**config.mk**
```make
export PLATFORM = sky130hd
export DESIGN_NAME = sdinit_seq
export DESIGN_NICKNAME = d
export VERILOG_FILES = /design/src/rtl/sdinit_pkg.sv /design/src/rtl/sdinit_rsp_buf.sv /design/src/rtl/sdinit_csd_decode.sv /design/src/rtl/sdinit_seq.sv
export SDC_FILE = /design/constraint.sdc
export NUM_CORES = 1
export LEC_CHECK = 0
export BUFFER_PORTS_ARGS = -buffer_cell sky130_fd_sc_hd__buf_2
export CAP_MARGIN = 0
export CORE_ASPECT_RATIO = 1.1
export CORE_MARGIN = 2
export CORE_UTILIZATION = 50
export DETAILED_ROUTE_END_ITERATION = 7
export GPL_TIMING_DRIVEN = 0
export PLACE_DENSITY = 0.73
export SLEW_MARGIN = 20
export SYNTH_ARGS = -nofsm -noshare
export SYNTH_HDL_FRONTEND = slang
export SYNTH_SLANG_ARGS = --single-unit
```
**constraint.sdc**
```tcl
create_clock -name clk -period 6.2 [get_ports clk]
set_input_delay 0.93 -clock clk [delete_from_list [all_inputs] [get_ports clk]]
set_output_delay 0.93 -clock clk [all_outputs]
set_load 0.005 [all_outputs]
```
**src/rtl/sdinit_pkg.sv**
```systemverilog
package sdinit_pkg;

  typedef enum logic [2:0] {
    RSP_NONE = 3'd0,
    RSP_R1   = 3'd1,
    RSP_R1B  = 3'd2,
    RSP_R2   = 3'd3,
    RSP_R3   = 3'd4,
    RSP_R6   = 3'd5,
    RSP_R7   = 3'd6
  } rsp_kind_e;

  typedef enum logic [3:0] {
    ST_GO_IDLE, ST_IF_COND, ST_OP_QUERY, ST_OP_POLL, ST_GET_CID,
    ST_GET_RCA, ST_GET_CSD, ST_SELECT, ST_GET_SCR, ST_BUS_WIDTH
  } step_e;

  typedef enum logic [3:0] {
    FC_NONE     = 4'd0,
    FC_GO_IDLE  = 4'd1,
    FC_IF_COND  = 4'd2,
    FC_OP_QUERY = 4'd3,
    FC_NO_VOLT  = 4'd4,
    FC_OP_POLL  = 4'd5,
    FC_OP_TMO   = 4'd6,
    FC_CID      = 4'd7,
    FC_RCA_ERR  = 4'd8,
    FC_RCA_ZERO = 4'd9,
    FC_CSD      = 4'd10,
    FC_CSD_FMT  = 4'd11,
    FC_SELECT   = 4'd12,
    FC_SCR      = 4'd13,
    FC_BUSW     = 4'd14
  } fail_e;

  localparam logic [31:0] IF_COND_ARG = 32'h0000_01A5;
  localparam logic [7:0]  ECHO_PAT    = 8'hA5;
  localparam logic [31:0] VOLT_WINDOW = 32'h00FF_8000;
  localparam logic [31:0] WIDTH4_ARG  = 32'h0000_0002;
  localparam int          SCR_W4_BIT  = 50;

endpackage

```
**src/rtl/sdinit_rsp_buf.sv**
```systemverilog
module sdinit_rsp_buf #(
  parameter int WORDS  = 4,
  parameter int WORD_W = 32
) (
  input  logic                    clk,
  input  logic                    rst,
  input  logic                    clr,
  input  logic                    vld,
  input  logic [WORD_W-1:0]       word,
  output logic [WORD_W-1:0]       last_word,
  output logic [WORDS*WORD_W-1:0] long_word,
  output logic [2*WORD_W-1:0]     scr
);
  localparam int TOT_W = WORDS * WORD_W;
  localparam int BYTES = WORD_W / 8;

  logic [TOT_W-1:0] shreg;

  always_ff @(posedge clk) begin
    if (rst || clr) begin
      shreg <= '0;
    end else if (vld) begin
      shreg <= {shreg[TOT_W-WORD_W-1:0], word};
    end
  end

  assign last_word = shreg[WORD_W-1:0];
  assign long_word = shreg;

  // Data words arrive little-endian; register byte 0 is the most significant.
  for (genvar w = 0; w < 2; w++) begin : g_word
    for (genvar b = 0; b < BYTES; b++) begin : g_byte
      assign scr[(2*BYTES-1-(w*BYTES+b))*8 +: 8] = shreg[(1-w)*WORD_W + b*8 +: 8];
    end
  end

endmodule

```
**src/rtl/sdinit_csd_decode.sv**
```systemverilog
module sdinit_csd_decode #(
  parameter int SECT_W = 32
) (
  input  logic [127:0]      csd,
  output logic              ok,
  output logic [SECT_W-1:0] sectors
);
  logic [1:0]  layout;
  logic [21:0] size_hc;
  logic [11:0] size_sc;
  logic [2:0]  size_mult;
  logic [3:0]  blk_len;
  logic [4:0]  shamt;
  logic        csd_unused;

  assign layout    = csd[127:126];
  assign size_hc   = csd[69:48];
  assign size_sc   = csd[73:62];
  assign size_mult = csd[49:47];
  assign blk_len   = csd[83:80];
  assign shamt     = {2'b00, size_mult} + {1'b0, blk_len} - 5'd7;
  assign csd_unused = ^{csd[125:84], csd[79:74], csd[46:0]};

  always_comb begin
    ok      = 1'b0;
    sectors = '0;
    case (layout)
      2'd1: begin
        ok      = 1'b1;
        sectors = (SECT_W'(size_hc) + SECT_W'(1)) << 10;
      end
      2'd0: begin
        if (blk_len >= 4'd9) begin
          ok      = 1'b1;
          sectors = (SECT_W'(size_sc) + SECT_W'(1)) << shamt;
        end
      end
      default: ok = 1'b0;
    endcase
  end

endmodule

```
**src/rtl/sdinit_seq.sv**
```systemverilog
module sdinit_seq
  import sdinit_pkg::*;
#(
  parameter int MAX_OP_POLLS = 1000,
  parameter int SECT_W       = 32
) (
  input  logic              clk,
  input  logic              rst,
  input  logic              start,
  output logic              busy,
  output logic              done,
  output logic              fail,
  output logic [3:0]        fail_code,
  output logic              cmd_req,
  output logic [5:0]        cmd_idx,
  output logic [31:0]       cmd_arg,
  output logic [2:0]        cmd_rtype,
  output logic              cmd_app,
  output logic              cmd_data,
  input  logic              rsp_valid,
  input  logic [31:0]       rsp_word,
  input  logic              cmd_done,
  input  logic              cmd_err,
  input  logic              cmd_tmo,
  output logic              phy_wide,
  output logic [31:0]       ocr,
  output logic [15:0]       rca,
  output logic              ccs,
  output logic [SECT_W-1:0] sect_cnt,
  output logic              wide_ok
);
  localparam int PC_W = $clog2(MAX_OP_POLLS + 1);
  localparam logic [PC_W-1:0] POLL_LAST = PC_W'(MAX_OP_POLLS - 1);

  step_e             step;
  logic [PC_W-1:0]   poll_cnt;
  logic              hcs;
  logic              rca_retry;
  logic [31:0]       vmask;
  logic [31:0]       last_w;
  logic [127:0]      long_w;
  logic [63:0]       scr_reg;
  logic              csd_ok;
  logic [SECT_W-1:0] csd_sect;
  logic              bad;
  logic              scr_unused;

  sdinit_rsp_buf #(.WORDS(4), .WORD_W(32)) u_buf (
    .clk       (clk),
    .rst       (rst),
    .clr       (cmd_req),
    .vld       (rsp_valid),
    .word      (rsp_word),
    .last_word (last_w),
    .long_word (long_w),
    .scr       (scr_reg)
  );

  sdinit_csd_decode #(.SECT_W(SECT_W)) u_csd (
    .csd     (long_w),
    .ok      (csd_ok),
    .sectors (csd_sect)
  );

  assign bad        = cmd_err | cmd_tmo;
  assign scr_unused = ^{scr_reg[63:51], scr_reg[49:0]};

  // Request fields decoded from the current step.
  always_comb begin
    cmd_idx   = 6'd0;
    cmd_arg   = 32'd0;
    cmd_rtype = RSP_NONE;
    cmd_app   = 1'b0;
    cmd_data  = 1'b0;
    case (step)
      ST_GO_IDLE: begin
        cmd_idx = 6'd0;
      end
      ST_IF_COND: begin
        cmd_idx   = 6'd8;
        cmd_arg   = IF_COND_ARG;
        cmd_rtype = RSP_R7;
      end
      ST_OP_QUERY: begin
        cmd_idx   = 6'd41;
        cmd_rtype = RSP_R3;
        cmd_app   = 1'b1;
      end
      ST_OP_POLL: begin
        cmd_idx   = 6'd41;
        cmd_arg   = {1'b0, hcs, 30'd0} | vmask;
        cmd_rtype = RSP_R3;
        cmd_app   = 1'b1;
      end
      ST_GET_CID: begin
        cmd_idx   = 6'd2;
        cmd_rtype = RSP_R2;
      end
      ST_GET_RCA: begin
        cmd_idx   = 6'd3;
        cmd_rtype = RSP_R6;
      end
      ST_GET_CSD: begin
        cmd_idx   = 6'd9;
        cmd_arg   = {rca, 16'd0};
        cmd_rtype = RSP_R2;
      end
      ST_SELECT: begin
        cmd_idx   = 6'd7;
        cmd_arg   = {rca, 16'd0};
        cmd_rtype = RSP_R1B;
      end
      ST_GET_SCR: begin
        cmd_idx   = 6'd51;
        cmd_rtype = RSP_R1;
        cmd_app   = 1'b1;
        cmd_data  = 1'b1;
      end
      ST_BUS_WIDTH: begin
        cmd_idx   = 6'd6;
        cmd_arg   = WIDTH4_ARG;
        cmd_rtype = RSP_R1;
        cmd_app   = 1'b1;
      end
      default: cmd_idx = 6'd0;
    endcase
  end

  always_ff @(posedge clk) begin
    if (rst) begin
      step      <= ST_GO_IDLE;
      poll_cnt  <= '0;
      hcs       <= 1'b0;
      rca_retry <= 1'b0;
      vmask     <= '0;
      busy      <= 1'b0;
      done      <= 1'b0;
      fail      <= 1'b0;
      fail_code <= FC_NONE;
      cmd_req   <= 1'b0;
      phy_wide  <= 1'b0;
      ocr       <= '0;
      rca       <= '0;
      ccs       <= 1'b0;
      sect_cnt  <= '0;
      wide_ok   <= 1'b0;
    end else begin
      cmd_req <= 1'b0;
      if (start && !busy) begin
        step      <= ST_GO_IDLE;
        poll_cnt  <= '0;
        hcs       <= 1'b0;
        rca_retry <= 1'b0;
        vmask     <= '0;
        busy      <= 1'b1;
        done      <= 1'b0;
        fail      <= 1'b0;
        fail_code <= FC_NONE;
        cmd_req   <= 1'b1;
        phy_wide  <= 1'b0;
        ocr       <= '0;
        rca       <= '0;
        ccs       <= 1'b0;
        sect_cnt  <= '0;
        wide_ok   <= 1'b0;
      end else if (busy && cmd_done) begin
        case (step)
          ST_GO_IDLE: begin
            if (bad) begin
              busy <= 1'b0; fail <= 1'b1; fail_code <= FC_GO_IDLE;
            end else begin
              step <= ST_IF_COND; cmd_req <= 1'b1;
            end
          end
          ST_IF_COND: begin
            if (cmd_tmo) begin
              hcs <= 1'b0; step <= ST_OP_QUERY; cmd_req <= 1'b1;
            end else if (cmd_err || (last_w[7:0] != ECHO_PAT)) begin
              busy <= 1'b0; fail <= 1'b1; fail_code <= FC_IF_COND;
            end else begin
              hcs <= 1'b1; step <= ST_OP_QUERY; cmd_req <= 1'b1;
            end
          end
          ST_OP_QUERY: begin
            if (bad) begin
              busy <= 1'b0; fail <= 1'b1; fail_code <= FC_OP_QUERY;
            end else if ((last_w & VOLT_WINDOW) == 32'd0) begin
              busy <= 1'b0; fail <= 1'b1; fail_code <= FC_NO_VOLT;
            end else begin
              vmask    <= last_w & VOLT_WINDOW;
              poll_cnt <= '0;
              step     <= ST_OP_POLL;
              cmd_req  <= 1'b1;
            end
          end
          ST_OP_POLL: begin
            if (bad) begin
              busy <= 1'b0; fail <= 1'b1; fail_code <= FC_OP_POLL;
            end else if (last_w[31]) begin
              ocr     <= last_w;
              ccs     <= last_w[30];
              step    <= ST_GET_CID;
              cmd_req <= 1'b1;
            end else if (poll_cnt == POLL_LAST) begin
              busy <= 1'b0; fail <= 1'b1; fail_code <= FC_OP_TMO;
            end else begin
              poll_cnt <= poll_cnt + 1'b1;
              cmd_req  <= 1'b1;
            end
          end
          ST_GET_CID: begin
            if (bad) begin
              busy <= 1'b0; fail <= 1'b1; fail_code <= FC_CID;
            end else begin
              rca_retry <= 1'b0; step <= ST_GET_RCA; cmd_req <= 1'b1;
            end
          end
          ST_GET_RCA: begin
            if (bad) begin
              if (!rca_retry) begin
                rca_retry <= 1'b1; cmd_req <= 1'b1;
              end else begin
                busy <= 1'b0; fail <= 1'b1; fail_code <= FC_RCA_ERR;
              end
            end else if (last_w[31:16] == 16'd0) begin
              busy <= 1'b0; fail <= 1'b1; fail_code <= FC_RCA_ZERO;
            end else begin
              rca <= last_w[31:16]; step <= ST_GET_CSD; cmd_req <= 1'b1;
            end
          end
          ST_GET_CSD: begin
            if (bad) begin
              busy <= 1'b0; fail <= 1'b1; fail_code <= FC_CSD;
            end else if (!csd_ok) begin
              busy <= 1'b0; fail <= 1'b1; fail_code <= FC_CSD_FMT;
            end else begin
              sect_cnt <= csd_sect; step <= ST_SELECT; cmd_req <= 1'b1;
            end
          end
          ST_SELECT: begin
            if (bad) begin
              busy <= 1'b0; fail <= 1'b1; fail_code <= FC_SELECT;
            end else begin
              step <= ST_GET_SCR; cmd_req <= 1'b1;
            end
          end
          ST_GET_SCR: begin
            if (bad) begin
              busy <= 1'b0; fail <= 1'b1; fail_code <= FC_SCR;
            end else if (scr_reg[SCR_W4_BIT]) begin
              wide_ok <= 1'b1; step <= ST_BUS_WIDTH; cmd_req <= 1'b1;
            end else begin
              busy <= 1'b0; done <= 1'b1;
            end
          end
          ST_BUS_WIDTH: begin
            if (bad) begin
              busy <= 1'b0; fail <= 1'b1; fail_code <= FC_BUSW;
            end else begin
              phy_wide <= 1'b1; busy <= 1'b0; done <= 1'b1;
            end
          end
          default: begin
            busy <= 1'b0; fail <= 1'b1; fail_code <= FC_GO_IDLE;
          end
        endcase
      end
    end
  end

endmodule

```
After elaboration in Yosys (flattened, before gate mapping)
Index checks and enable logic that the tools add are counted.
Widths: inputs -> output; s select.
{"block": "totals", "wordCells": 228, "in_bits": 39, "out_inout_bits": 134, "register_bits": 244}
{"block": "op_classes", "reduce_logical": 36, "muxes": 107, "n_lt_le_gt_ge": 1, "bitwise": 5, "shift": 1, "addsub": 5, "eq_ne": 56}
{"operator": "$mux 4", "count": 32}
{"operator": "$pmux 32 s4", "count": 1}
{"operator": "$pmux 32 s2", "count": 1}
{"operator": "$mux 1", "count": 56}
{"operator": "$mux 10", "count": 5}
{"operator": "$ne 2x2->1 const B", "count": 24}
{"operator": "$pmux 6 s8", "count": 1}
{"operator": "$pmux 4 s10", "count": 1}
{"operator": "$pmux 4 s9", "count": 1}
{"operator": "$logic_not 32->1", "count": 1}
{"operator": "$mux 32", "count": 1}
{"operator": "$shl 32x5->32", "count": 1}
{"operator": "$or 31x24->31", "count": 1}
{"operator": "$ne 4x4->1 const B", "count": 7}
{"operator": "$ne 3x3->1 const B", "count": 9}
{"operator": "$reduce_and 4->1", "count": 6}
{"operator": "$add 22x1->22 const B", "count": 1}
{"operator": "$pmux 10 s2", "count": 1}
{"operator": "$pmux 3 s6", "count": 1}
{"operator": "$eq 4x3->1 const B", "count": 4}
{"operator": "$logic_not 16->1", "count": 1}
{"operator": "$reduce_and 16->1", "count": 1}
{"operator": "$pmux 1 s7", "count": 2}
{"operator": "$reduce_and 14->1", "count": 1}
{"operator": "other kinds (33)", "count": 51}

Logic depth before layout (Yosys ltp)
Gate-level depths: netlist of run 1.
{"block": "logic_depth", "word_depth": 8, "depth_mapped": 11}

Cells and area by module
From an unflattened synthesis of run 1, not the netlist that was laid out.
{"block": "hier_totals", "hier_cells": 1479, "area_unflattened_um2": 12424.4}
{"mod": "sdinit_rsp_buf", "n_inst": 1, "area_each_um2": 5407.7, "cells_each": 509, "seq_area_each_um2": 2562.5}
{"mod": "sdinit_seq", "n_inst": 1, "area_each_um2": 5034.8, "cells_each": 652, "seq_area_each_um2": 2302.2}
{"mod": "sdinit_csd_decode", "n_inst": 1, "area_each_um2": 1981.9, "cells_each": 318, "seq_area_each_um2": 0.0}

Worst setup path before layout of run 1
OpenSTA, ideal clock, no wires.
{"block": "synth_path", "path_type": "register -> register", "startpoint": "register u_buf.shreg[80], in the netlist u_buf.long_word[80]", "endpoint": "register sect_cnt[13]", "path_buffers": 1, "path_stages_with_launch": 11, "t_required_ns": 6.083, "setup_ns": 0.117, "setup_slack_ns": 3.649, "arrival_ns": 2.435, "cell_sequence": "dfxtp_1 -> inv_1 -> ha_1 -> fa_1 -> buf_2 -> mux2_2 -> o22ai_1 -> nor2_1 -> o2bb2ai_1 -> a211o_1 -> a22o_1"}
{"block": "synth_between", "elab_chain_len": 5, "elab_cells_between_ends": 9, "cone_classes": "2 x add/sub; 1 x order compare; 1 x shift; 4 x mux; 1 x reduce/logical"}
{"element": "start, declared", "line_no": "sdinit_rsp_buf.sv:17", "text": "logic [TOT_W-1:0] shreg;"}
{"element": "start signal, assigned", "line_no": "sdinit_rsp_buf.sv:23", "text": "shreg <= {shreg[TOT_W-WORD_W-1:0], word};"}
{"element": "$add 3x4->5", "line_no": "sdinit_csd_decode.sv:21", "text": "assign shamt = {2'b00, size_mult} + {1'b0, blk_len} - 5'd7;"}
{"element": "$sub 5x3->5", "line_no": "sdinit_csd_decode.sv:21"}
{"element": "$shl 32x5->32", "line_no": "sdinit_csd_decode.sv:35", "text": "sectors = (SECT_W'(size_sc) + SECT_W'(1)) << shamt;"}
{"element": "$mux 32", "line_no": "sdinit_csd_decode.sv:33", "text": "if (blk_len >= 4'd9) begin"}
{"element": "$pmux 32 s2", "line_no": "sdinit_csd_decode.sv:27", "text": "case (layout)"}
{"element": "end signal, assigned", "line_no": "sdinit_seq.sv:145", "text": "sect_cnt <= '0;"}
{"element": "end signal, assigned", "line_no": "sdinit_seq.sv:164", "text": "sect_cnt <= '0;"}
{"element": "end signal, assigned", "line_no": "sdinit_seq.sv:237", "text": "sect_cnt <= csd_sect; step <= ST_SELECT; cmd_req <= 1'b1;"}
{"element": "end, declared", "line_no": "sdinit_seq.sv:29", "text": "output logic [SECT_W-1:0] sect_cnt,"}
Parallel ways exist; a longest one is shown, timed or not.
A chain may end at the register's enable or synchronous reset.

Final worst setup path of run 1
{"block": "layout_path", "startpoint": "register step[2]", "endpoint": "output cmd_idx[2]"}
{"block": "layout_between", "elab_chain_len": 3, "elab_cells_between_ends": 11, "cone_classes": "9 x eq/ne; 1 x mux; 1 x reduce/logical"}
{"element": "start, declared", "line_no": "sdinit_seq.sv:35", "text": "step_e step;"}
{"element": "start signal, assigned", "line_no": "sdinit_seq.sv:131", "text": "step <= ST_GO_IDLE;"}
{"element": "start signal, assigned", "line_no": "sdinit_seq.sv:150", "text": "step <= ST_GO_IDLE;"}
{"element": "start signal, assigned", "line_no": "sdinit_seq.sv:172", "text": "step <= ST_IF_COND; cmd_req <= 1'b1;"}
{"element": "$eq 4x2->1", "line_no": "sdinit_seq.sv:75", "text": "case (step)"}
{"element": "$reduce_or 2->1 (no source line)"}
{"element": "$pmux 6 s8 (*)", "line_no": "sdinit_seq.sv:75"}
{"element": "end, declared", "line_no": "sdinit_seq.sv:15", "text": "output logic [5:0] cmd_idx,"}
Mark *: on every way between the ends. The rest lies on a longest branch, timed or not.

==> metrics.md, run 1 <==
| Metric | Value |
|---|---|
| Fin. max-slew vios | `0` |
| CP cell instances | `clkbuf_1 > and3b_1 > clkbuf_1 > clkbuf_1 > o21a_1 > buf_2` |
| Synth Area in Compound Gates | `0.1625` |
| GRT Residual Overflow | `0` |
| Finished Layout Cells | `between 1500 and 2000` |
| Clk sinks | `roughly 190` |
| Asr flop ratio synth | `0` |
| RSZ-0062 raised after global routing | `no` |
| Pwr/cell area | `between 200 and 250 mW/mm2` |
| Hold wc startpoint | `sect_cnt[28]$_SDFFE_PP0P_` |
| Top cell type by total area after synthesis | `dfxtp_1` |
| Endpoints failing setup | `0` |
| Slowest CP cell | `clkbuf_1` |
| Clk pin slew, worst setup/hold paths | `~80 ps` |
| Critical Path AT | `between 2000 and 2500 ps` |
| Yosys top cell area share | `0.3915` |
| Critical Path Source | `step[2]$_SDFFE_PP0P_` |
| Synthesized area | `between 0.009 and 0.01 mm2` |
| Largest family of logic cells by synthesized area | `simple AND/OR/NAND/NOR gates` |
| Die area | `around 0.021 mm2` |
| Post-synth top cells | `dfxtp_1, nor2_1, nand2_1` |
| Routed via count | `9623` |
| Worst EP required | `roughly 5300 ps` |
| Final #Nets | `between 1000 and 1500` |
| Post-synthesis simple-gate area fraction | `0.2264` |
| Vias in the first global route | `8885` |
| DRT antenna net count | `0` |
| Synthesized flop and latch total | `approximately 190` |
| Port Buffers | `162` |
| Critical path's most frequent cell | `clkbuf_1` |
| Largest stage delay on the critical path | `roughly 470 ps` |
| Max-cap viol count | `0` |
| Initial Util | `0.5131` |
| Area grow syn2layout | `17.60%` |
| Largest net degree at the start of global routing | `19` |
| Fin util | `0.6034` |
| TNS Setup | `0 ps` |
| R2r startpoint | `u_buf.long_word[80]$_SDFFE_PP0P_` |
| Post-Place Setup Slack | `slightly below 3000 ps` |
| DRT iter0 DRCs | `894` |
| DP Wirelength | `around 24000 um` |
| Post-synth EDFFs | `0` |
| # rows | `between 50 and 60` |
| Fraction of the mapped netlist area in adder cells | `0.009636` |
| Clk_lat worst skew | `about 440 ps` |
| Clk root buf | `clkbuf_16` |
| Post-Synth XOR/XNOR Area | `0.03284` |
| Final wirelength | `about 31000 um` |
| Synth unique cells | `between 70 and 80` |
| CTS hold repair buffers | `0` |
| Routed len/inst | `~19 um` |
| Status | `finished clean` |
| CTS H-Tree Depth | `4` |
| Top post-synthesis cells by area | `dfxtp_1, mux2i_1, nor2_1` |
| Sequential area share after synthesis | `0.3915` |
| Mux cell area share after synthesis | `0.1175` |
| Static Leak | `about 0.005 uW` |
| Final period util | `0.5394` |
| Final Hold Vio Count | `0` |
| Max Root-Sink Buffers | `2` |
| Die width | `138.0 um` |
| Max_slew headroom | `0.3827` |
| Detailed Routing Iterations Pass 1 | `6` |
| DRC | `0` |
| Ports | `between 150 and 200` |
| Hold WS | `between 400 and 500 ps` |
| Post CTS Setup Buffer Count | `0` |
| Final GP Congestion | `~1` |
| Reg area | `0.003864 mm2` |
| Crit Path Class | `register to output port` |
| Peak Freq | `~300 MHz` |
| Dpl cells | `1611` |
| CTS Buf Count | `17` |
| Startpoint Class | `register` |
| First-pass GRT wire length | `between 40000 and 50000 um` |
| Footprint of the multi-input gates | `between 0.005 and 0.006 mm2` |
| Post_cts resized | `0` |
| CTS tree | `done` |
| Min Tclk post-route | `between 3000 and 4000 ps` |
| Die Y | `around 150 um` |
| Setup ws final | `about 2900 ps` |
| Count leader, synth | `dfxtp_1` |
| Gate Count Post-Synth | `1194` |
| Via density | `5.853` |
| Hold Crit Class | `register to register` |
| Yosys warns | `0` |
| FILL cells | `about 1800` |
| CP max FO | `10` |
| Top FF cell, synth | `dfxtp_1` |
| Avg Cell Area, Syn | `between 8 and 9 um2` |
| Worst slew pin tran | `between 900 and 1000 ps` |
| Initial antenna violation count | `1` |
| Peak supply drop | `approximately 0.00021 V` |
| Clock skew | `approximately 10 ps` |
| Layout cells sized above 1 | `0.1762` |
| CP Capture Type | `output port` |
| Core ar. | `approximately 0.019 mm2` |
| GRT Total Usage | `0.3015` |
per-stage QoR:
| step | instance area [um2] | total power, uW |
|---|---|---|
| floorplan | 9898 | 1430 |
| finish | 11600 | 2592 |
| global route | 11600 | 2671 |
| global placement | 11020 | 1502 |
| detailed placement | 11020 | 1504 |
| CTS | 11600 | 2599 |
state kept, by name, indices dropped and copies added (netlist names):
name             count
busy                 1
cmd_req              1
done                 1
fail                 1
fail_code            4
hcs                  1
ocr                 32
phy_wide             1
poll_cnt            10
rca                 16
rca_retry            1
sect_cnt            32
step                 4
u_buf.long_word     78
vmask                9
wide_ok              1
layout by cell type (no fill, tap or decap), drive strengths merged, types with 6 or more instances in the layout:
cell type | synthesis | layout
a31oi | 9 | 9
nor4 | 16 | 16
mux2i | 108 | 108
clkbuf | 71 | 90
nor2b | 6 | 6
and2 | 16 | 16
a211oi | 8 | 8
xnor2 | 23 | 23
a211o | 7 | 7
o31ai | 14 | 14
nand4 | 18 | 18
o22ai | 7 | 7
a22o | 10 | 10
and4 | 6 | 6
o21ai | 32 | 32
a21oi | 80 | 80
o211ai | 11 | 11
nor2 | 172 | 172
inv | 18 | 25
conb | 1 | 9
xor2 | 14 | 14
a221oi | 6 | 6
nand2b | 11 | 11
or2 | 7 | 7
nand3 | 28 | 28
buf | 42 | 204
dfxtp | 193 | 193
and3 | 11 | 11
ha | 6 | 6
or3 | 10 | 10
nor3 | 27 | 27
o21a | 6 | 6
nand2 | 124 | 124
where the power goes:
| group | switching (uW) | internal [uW] |
|---|---|---|
| clock network | 530 | 581 |
| registers | 27.2 | 1260 |
| logic | 125 | 69.6 |
worst paths after layout:
path / to / slack, ps / cells after the start
max reg2reg: sect_cnt[4]$_SDFFE_PP0P_ / 2950 / 10
max: cmd_idx[2] / 2860 / 6
min reg2reg: sect_cnt[28]$_SDFFE_PP0P_ / 450 / 2
min: sect_cnt[28]$_SDFFE_PP0P_ / 450 / 2
routing by layer:
layer	vias up	global-route usage	routed length [um]
met4	0	0.1240	1056
li1	4595	-	-
met5	-	0	0
met2	437	0.4894	14800
met3	73	0.05187	2263
met1	4518	0.3962	13310
cell families (layout without fill, tap and decap cells):
logic type,count (synthesis),after routing
other,1,10
buffers and inverters,131,325
XOR/XNOR,37,37
flip-flops,193,193
AND/OR/NAND/NOR,473,473
adder cells (fa/ha/maj),7,7
multiplexers,113,113
AO/OA/AOI/OAI,239,239
cell type report:
cell class | count | share of cell area
multi-input cells | 878 | 0.4698
flip-flops and latches | 193 | 0.3329
repair buffers | 162 | 0.06987
plain buffers | 113 | 0.04442
clock buffers | 19 | 0.03817
well taps | 247 | 0.02663
clock inverters | 13 | 0.01218
inverters | 18 | 0.005822
diodes | 1 | 0.0002156
worst max-delay path: cells and delay by family, from the launching register on:
family                 cells  cell delay [ps]
buffers and inverters      4             1270
flip-flops                 1              310
AO/OA/AOI/OAI              1              200
AND/OR/NAND/NOR            1              190
Note: power is estimated with default switching activity, not from simulation.
==> inputs of run 2 (changes only) <==
ABC_AREA = 1   (was not set)
clock period = 3.08 ns   (was 6.2 ns; I/O delays follow)
==> metrics.md, run 2 <==
| Metric | Value |
|---|---|
| Status | `finished clean` |
| Area grow syn2layout | `18.31%` |
| Initial Util | `0.5123` |
| Clock skew | `around 13 ps` |
| Net Sw Power | `approximately 1600 uW` |
| Final wirelength | `28930 um` |
| CP max FO | `10` |
| DRT iter0 DRCs | `633` |
| Hold Crit Class | `input port to register` |
| Clk_lat worst skew | `roughly 440 ps` |
| Hold Crit Depth | `2` |
| Yosys top cell area share | `0.4081` |
| Combinational power share | `0.114` |
| Via density | `5.421` |
| Final GP Congestion | `0.9071` |
| Synthesized flop and latch total | `a little under 200` |
| CP Capture Type | `output port` |
| Worst EP required | `2620 ps` |
| Max_slew headroom | `0.5265` |
| CTS tree | `done` |
| Count leader, synth | `nand2_1` |
| Max Root-Sink Buffers | `2` |
| Synth unique cells | `52` |
| Max reg flops | `between 70 and 80` |
| Switching share of power | `0.2976` |
| Post_cts resized | `0` |
| Synth Area in Compound Gates | `0.1844` |
| Final #Nets | `roughly 1600` |
| Mux cell area share after synthesis | `0.002115` |
| Largest net degree at the start of global routing | `21` |
| Fin. max-slew vios | `0` |
| Clk pin slew, worst setup/hold paths | `approximately 80 ps` |
| Ports | `roughly 170` |
| Startpoint Class | `register` |
| Largest stage delay on the critical path | `460 ps` |
| Worst slew pin tran | `between 700 and 800 ps` |
| Avg Cell Area, Syn | `7.023 um2` |
| Top post-synthesis cells by area | `dfxtp_1, nand2_1, a21oi_1` |
| Crit Path Class | `register to output port` |
| Routed via count | `just under 10000` |
| Port Buffers | `between 150 and 200` |
| GRT Residual Overflow | `0` |
| Die area | `approximately 0.020 mm2` |
| Commonest non-fill, non-tap cell in the layout | `nand2_1` |
| Detailed Routing Iterations Pass 1 | `6` |
| Sequential share of power | `0.479` |
| Final Hold Vio Count | `0` |
| DP Wirelength | `22230 um` |
| Pwr/cell area | `a little under 500 mW/mm2` |
| Min Tclk post-route | `2710 ps` |
| Post CTS Setup Buffer Count | `0` |
| P_int | `~3800 uW` |
| Post-synth top cells | `nand2_1, dfxtp_1, nor2_1` |
| Static Leak | `around 0.005 uW` |
| CTS Buf Count | `17` |
| Peak supply drop | `between 0.0004 and 0.0005 V` |
| FILL cells | `1799` |
| Die Y | `between 100 and 150 um` |
| Diodes inserted | `0` |
| Yosys warns | `0` |
| Critical path's most frequent cell | `inv_2` |
| Top FF cell, synth | `dfxtp_1` |
| Setup ws final | `around 370 ps` |
| GRT Total Usage | `0.2873` |
| Asr flop ratio synth | `0` |
| Final period util | `0.8798` |
| Endpoints failing setup | `0` |
| Post-synthesis simple-gate area fraction | `0.2965` |
| Layout cells sized above 1 | `0.1871` |
| Synthesized area | `roughly 0.0095 mm2` |
| Post-synth EDFFs | `0` |
| Commonest cells after routing, fill and taps aside | `nand2_1, dfxtp_1, buf_2, nor2_1, a21oi_1` |
| Slowest CP cell | `dfxtp_1` |
| Peak Freq | `369.0 MHz` |
| Max-cap viol count | `0` |
| CP cell instances | `inv_2 > nand2_4 > inv_2 > nand2_1 > clkbuf_1 > o22ai_1 > buf_2` |
| Top cell type by total area after synthesis | `dfxtp_1` |
| Clk root buf | `clkbuf_16` |
| RSZ-0062 raised after global routing | `no` |
| Post-Synth XOR/XNOR Area | `0.007402` |
| Reg area | `about 0.0039 mm2` |
| Initial antenna violation count | `0` |
| Critical Path AT | `between 2000 and 2500 ps` |
| Routed len/inst | `16.13 um` |
| Clk pwr share | `0.407` |
| Post-Place Setup Slack | `~470 ps` |
| TNS Setup | `0 ps` |
| First-pass GRT wire length | `roughly 46000 um` |
| DRC | `0` |
| # rows | `52` |
| Die width | `approximately 140 um` |
| R2r worst-path depth | `13` |
| CTS H-Tree Depth | `4` |
| Vias in the first global route | `8961` |
| Largest family of logic cells by synthesized area | `simple AND/OR/NAND/NOR gates` |
| Fraction of the mapped netlist area in adder cells | `0.01004` |
| Sequential area share after synthesis | `0.4081` |
| DRT antenna net count | `0` |
| CTS hold repair buffers | `0` |
| Footprint of the multi-input gates | `0.004771 mm2` |
| Core ar. | `0.01848 mm2` |
| Clk sinks | `193` |
| Gate Count Post-Synth | `approximately 1300` |
run 2: cell count changes after synthesis, moves of 25 or more:
cell | previous run | this run
a211oi_1 | 8 | 43
a21oi_1 | 80 | 129
clkbuf_1 | 70 | 45
inv_1 | 18 | 110
mux2i_1 | 108 | 2
nand2_1 | 123 | 272
nand3_1 | 28 | 87
o21ai_0 | 31 | 95
run 2: cell type report:
type                       instances  area share
buffer                            81     0.03452
clock buffer                      17     0.03798
clock inverter                    15     0.01452
inverter                         126     0.04245
multi-input combinational        956      0.4260
sequential                       193      0.3450
tap                              243     0.02715
timing repair buffer             162     0.07239
run 2: path summary, 6_finish.rpt:
kind / start / end / slack (ps)
worst max-delay path: step[3]$_SDFFE_PP0P_ / cmd_arg[18] / 370
worst min-delay path: rst / busy$_SDFFE_PP0P_ / 210
worst max register to register: u_buf.long_word[80]$_SDFFE_PP0P_ / sect_cnt[18]$_SDFFE_PP0P_ / 390
worst min register to register: vmask[19]$_SDFFE_PP0P_ / vmask[19]$_SDFFE_PP0P_ / 460
run 2: cell families (layout without fill, tap and decap cells):
kind of cell / Yosys count / after routing
fa+ha+maj: 7 / 7
mux: 2 / 2
flops: 193 / 193
xor+xnor: 8 / 8
buf+inv: 207 / 401
compound gates: 310 / 310
other cells: 1 / 9
simple gates: 620 / 620
run 2: per-stage QoR:
step | util | instance area (um2) | total power (uW) | cells | hold WS [ps]
5_1_grt | 0.6061 | 11200 | 5638 | 1793 | 214.1
2_1_floorplan | - | 9497 | 3066 | 1356 | 430.3
3_3_place_gp | 0.5743 | 10610 | 3273 | 1761 | 440.3
6_report | 0.6061 | 11200 | 5454 | 1793 | 212.7
3_5_place_dp | 0.5743 | 10610 | 3275 | 1761 | 450.0
4_1_cts | 0.6061 | 11200 | 5450 | 1793 | 204.3
run 2: routing by layer:
metal / routed length, um / up-vias / GRT usage
met4: 779 / 0 / 0.1052
met5: 0 / - / 0
li1: - / 4849 / -
met2: 13170 / 337 / 0.4609
met3: 1927 / 59 / 0.05112
met1: 13050 / 4474 / 0.3882
run 2: power groups by stage:
stage	sequential, uW	clock [uW]	combinational (uW)
final	2610	2220	621
after global routing	2620	2330	691
after floorplan	2650	0	421
after CTS	2610	2230	612
after global placement	2660	0	608
after detailed placement	2670	0	608
run 2: critical path: cells and delay by family (launching register included):
family | cells | cell delay (ps)
simple gates | 2 | 410
compound gates | 1 | 140
flops | 1 | 460
buf+inv | 4 | 790
==> inputs of run 3 (changes only) <==
CORE_MARGIN = not set   (was 2)
CORE_UTILIZATION = 40   (was 50)
PLACE_DENSITY = 0.61   (was 0.73)
==> metrics.md, run 3 (synthesis gave the netlist of run 2 again) <==
| Metric | Value |
|---|---|
| Delay-heaviest family, CP | `buffers and inverters` |
| CTS tree | `done` |
| Clk pin slew, worst setup/hold paths | `about 80 ps` |
| Commonest non-fill, non-tap cell in the layout | `nand2_1` |
| Die width | `around 150 um` |
| Hold Crit Class | `input port to register` |
| Hold wc startpoint | `rst` |
| Endpoints failing setup | `0` |
| Status | `finished clean` |
| Layout cells sized above 1 | `0.1865` |
| Routed via count | `between 9000 and 10000` |
| Post_cts resized | `0` |
| Routed len/inst | `between 15 and 20 um` |
| Static Leak | `between 0.004 and 0.005 uW` |
| Pwr/cell area | `a little under 500 mW/mm2` |
| Reg-to-reg critical path endpoint | `sect_cnt[12]$_SDFFE_PP0P_` |
| CP cell instances | `inv_2 > nand2_4 > inv_2 > nand2_1 > clkbuf_1 > nand4_1 > buf_2` |
| Max reg flops | `78` |
| R2r setup slk | `about 370 ps` |
| Peak supply drop | `about 0.00036 V` |
| RSZ-0062 raised after global routing | `no` |
| CTS H-Tree Depth | `4` |
| Startpoint Class | `register` |
| GRT Total Usage | `0.2543` |
| Final #Nets | `between 1500 and 2000` |
| CP Capture Type | `output port` |
| Vias in the first global route | `just under 9000` |
| Final Hold Vio Count | `0` |
| Critical Path AT | `2320 ps` |
| Initial Util | `0.4102` |
| GRT Residual Overflow | `0` |
| Final GP Congestion | `around 0.92` |
| First-pass GRT wire length | `around 48000 um` |
| # rows | `between 50 and 60` |
| Finished Layout Cells | `between 1500 and 2000` |
| Diodes inserted | `0` |
| Worst EP required | `around 2600 ps` |
| CTS Buf Count | `17` |
| Via density | `slightly above 5` |
| Final period util | `0.9047` |
| Die Y | `between 150 and 200 um` |
| Initial antenna violation count | `0` |
| Clk sinks | `193` |
| Commonest cells after routing, fill and taps aside | `nand2_1, dfxtp_1, buf_2, nor2_1, a21oi_1` |
| Fin area | `around 0.011 mm2` |
| Max_slew headroom | `0.5040` |
| TNS Setup | `0 ps` |
| CP max FO | `10` |
| Dpl cells | `between 1500 and 2000` |
| DP Wirelength | `~24000 um` |
| Fin util | `0.4897` |
| Worst slew pin tran | `around 740 ps` |
| Peak Freq | `between 300 and 400 MHz` |
| Ports | `approximately 170` |
| DRT iter0 DRCs | `637` |
| Clock skew | `16.18 ps` |
| Largest stage delay on the critical path | `between 400 and 500 ps` |
| CTS hold repair buffers | `0` |
| Clk root buf | `clkbuf_16` |
| R2r worst-path depth | `9` |
| Critical path's most frequent cell | `inv_2` |
| Max-cap viol count | `0` |
| Core ar. | `approximately 0.023 mm2` |
| Placed cell area | `between 0.01 and 0.015 mm2` |
| Hold worst-path end | `busy$_SDFFE_PP0P_` |
| Min Tclk post-route | `~2800 ps` |
| Final wirelength | `about 30000 um` |
| Hold WS | `206.9 ps` |
| Slowest CP cell | `dfxtp_1` |
| Clk_lat worst skew | `between 400 and 500 ps` |
| Fin. max-slew vios | `0` |
| Crit Path Class | `register to output port` |
| Post CTS Setup Buffer Count | `0` |
| Die area | `0.02429 mm2` |
| Area grow syn2layout | `19.38%` |
| Detailed Routing Iterations Pass 1 | `5` |
| Hold Crit Depth | `2` |
| DRC | `0` |
| Crit path buffers/inverters | `4` |
| Max Root-Sink Buffers | `2` |
| R2r startpoint | `u_buf.long_word[48]$_SDFFE_PP0P_` |
| Largest net degree at the start of global routing | `21` |
| Port Buffers | `162` |
| DRT antenna net count | `0` |
==> run 3: cell count changes in the layout (fill, tap and decap cells not counted), moves of 2 or more <==
| cell | delta |
|---|---|
| inv_8 | -3 |
| clkinv_4 | +2 |
| clkinv_8 | +2 |
| clkinvlp_4 | -2 |
==> run 3: power breakdown <==
| part | switching [uW] | internal [uW] |
|---|---|---|
| combinational | 438 | 187 |
| clock | 1130 | 1180 |
| sequential | 61.2 | 2550 |
| total | 1630 | 3910 |
==> run 3: cell type report <==
type / instances / area, um2
plain buffers: 81 / 386.6
clock buffers: 18 / 429.2
clock inverters: 14 / 188.9
fillers: 2458 / 11780
inverters: 126 / 475.5
multi-input cells: 956 / 4771
flip-flops and latches: 193 / 3864
well taps: 300 / 375.4
repair buffers: 162 / 810.8
==> run 3: through the flow <==
stage / worst slack, ps / power, uW
after detailed placement: 409.0 / 3288
after global routing: 161.7 / 5757
after global placement: 382.7 / 3288
final: 293.6 / 5547
after floorplan: 946.1 / 3066
after CTS: 305.1 / 5578
==> run 3: worst max-delay path by stage <==
stage          cells after the start                         to                             start  slack [ps]
6_report                           7                 cmd_idx[0]              step[3]$_SDFFE_PP0P_         290
2_1_floorplan                     10  sect_cnt[12]$_SDFFE_PP0P_  u_buf.long_word[47]$_SDFFE_PP0P_         950
3_3_place_gp                       9  sect_cnt[12]$_SDFFE_PP0P_  u_buf.long_word[48]$_SDFFE_PP0P_         380
4_1_cts                            7                cmd_arg[18]              step[3]$_SDFFE_PP0P_         310
5_1_grt                            7                 cmd_idx[0]              step[3]$_SDFFE_PP0P_         160
3_5_place_dp                       9  sect_cnt[12]$_SDFFE_PP0P_  u_buf.long_word[48]$_SDFFE_PP0P_         410
==> run 3: per-layer routing <==
layer / up-vias / global-route usage / wire, um
met5: - / 0 / 0
met4: 0 / 0.07826 / 546
met3: 43 / 0.04246 / 1736
met2: 276 / 0.4140 / 13950
met1: 4356 / 0.3417 / 14260
li1: 4842 / - / -
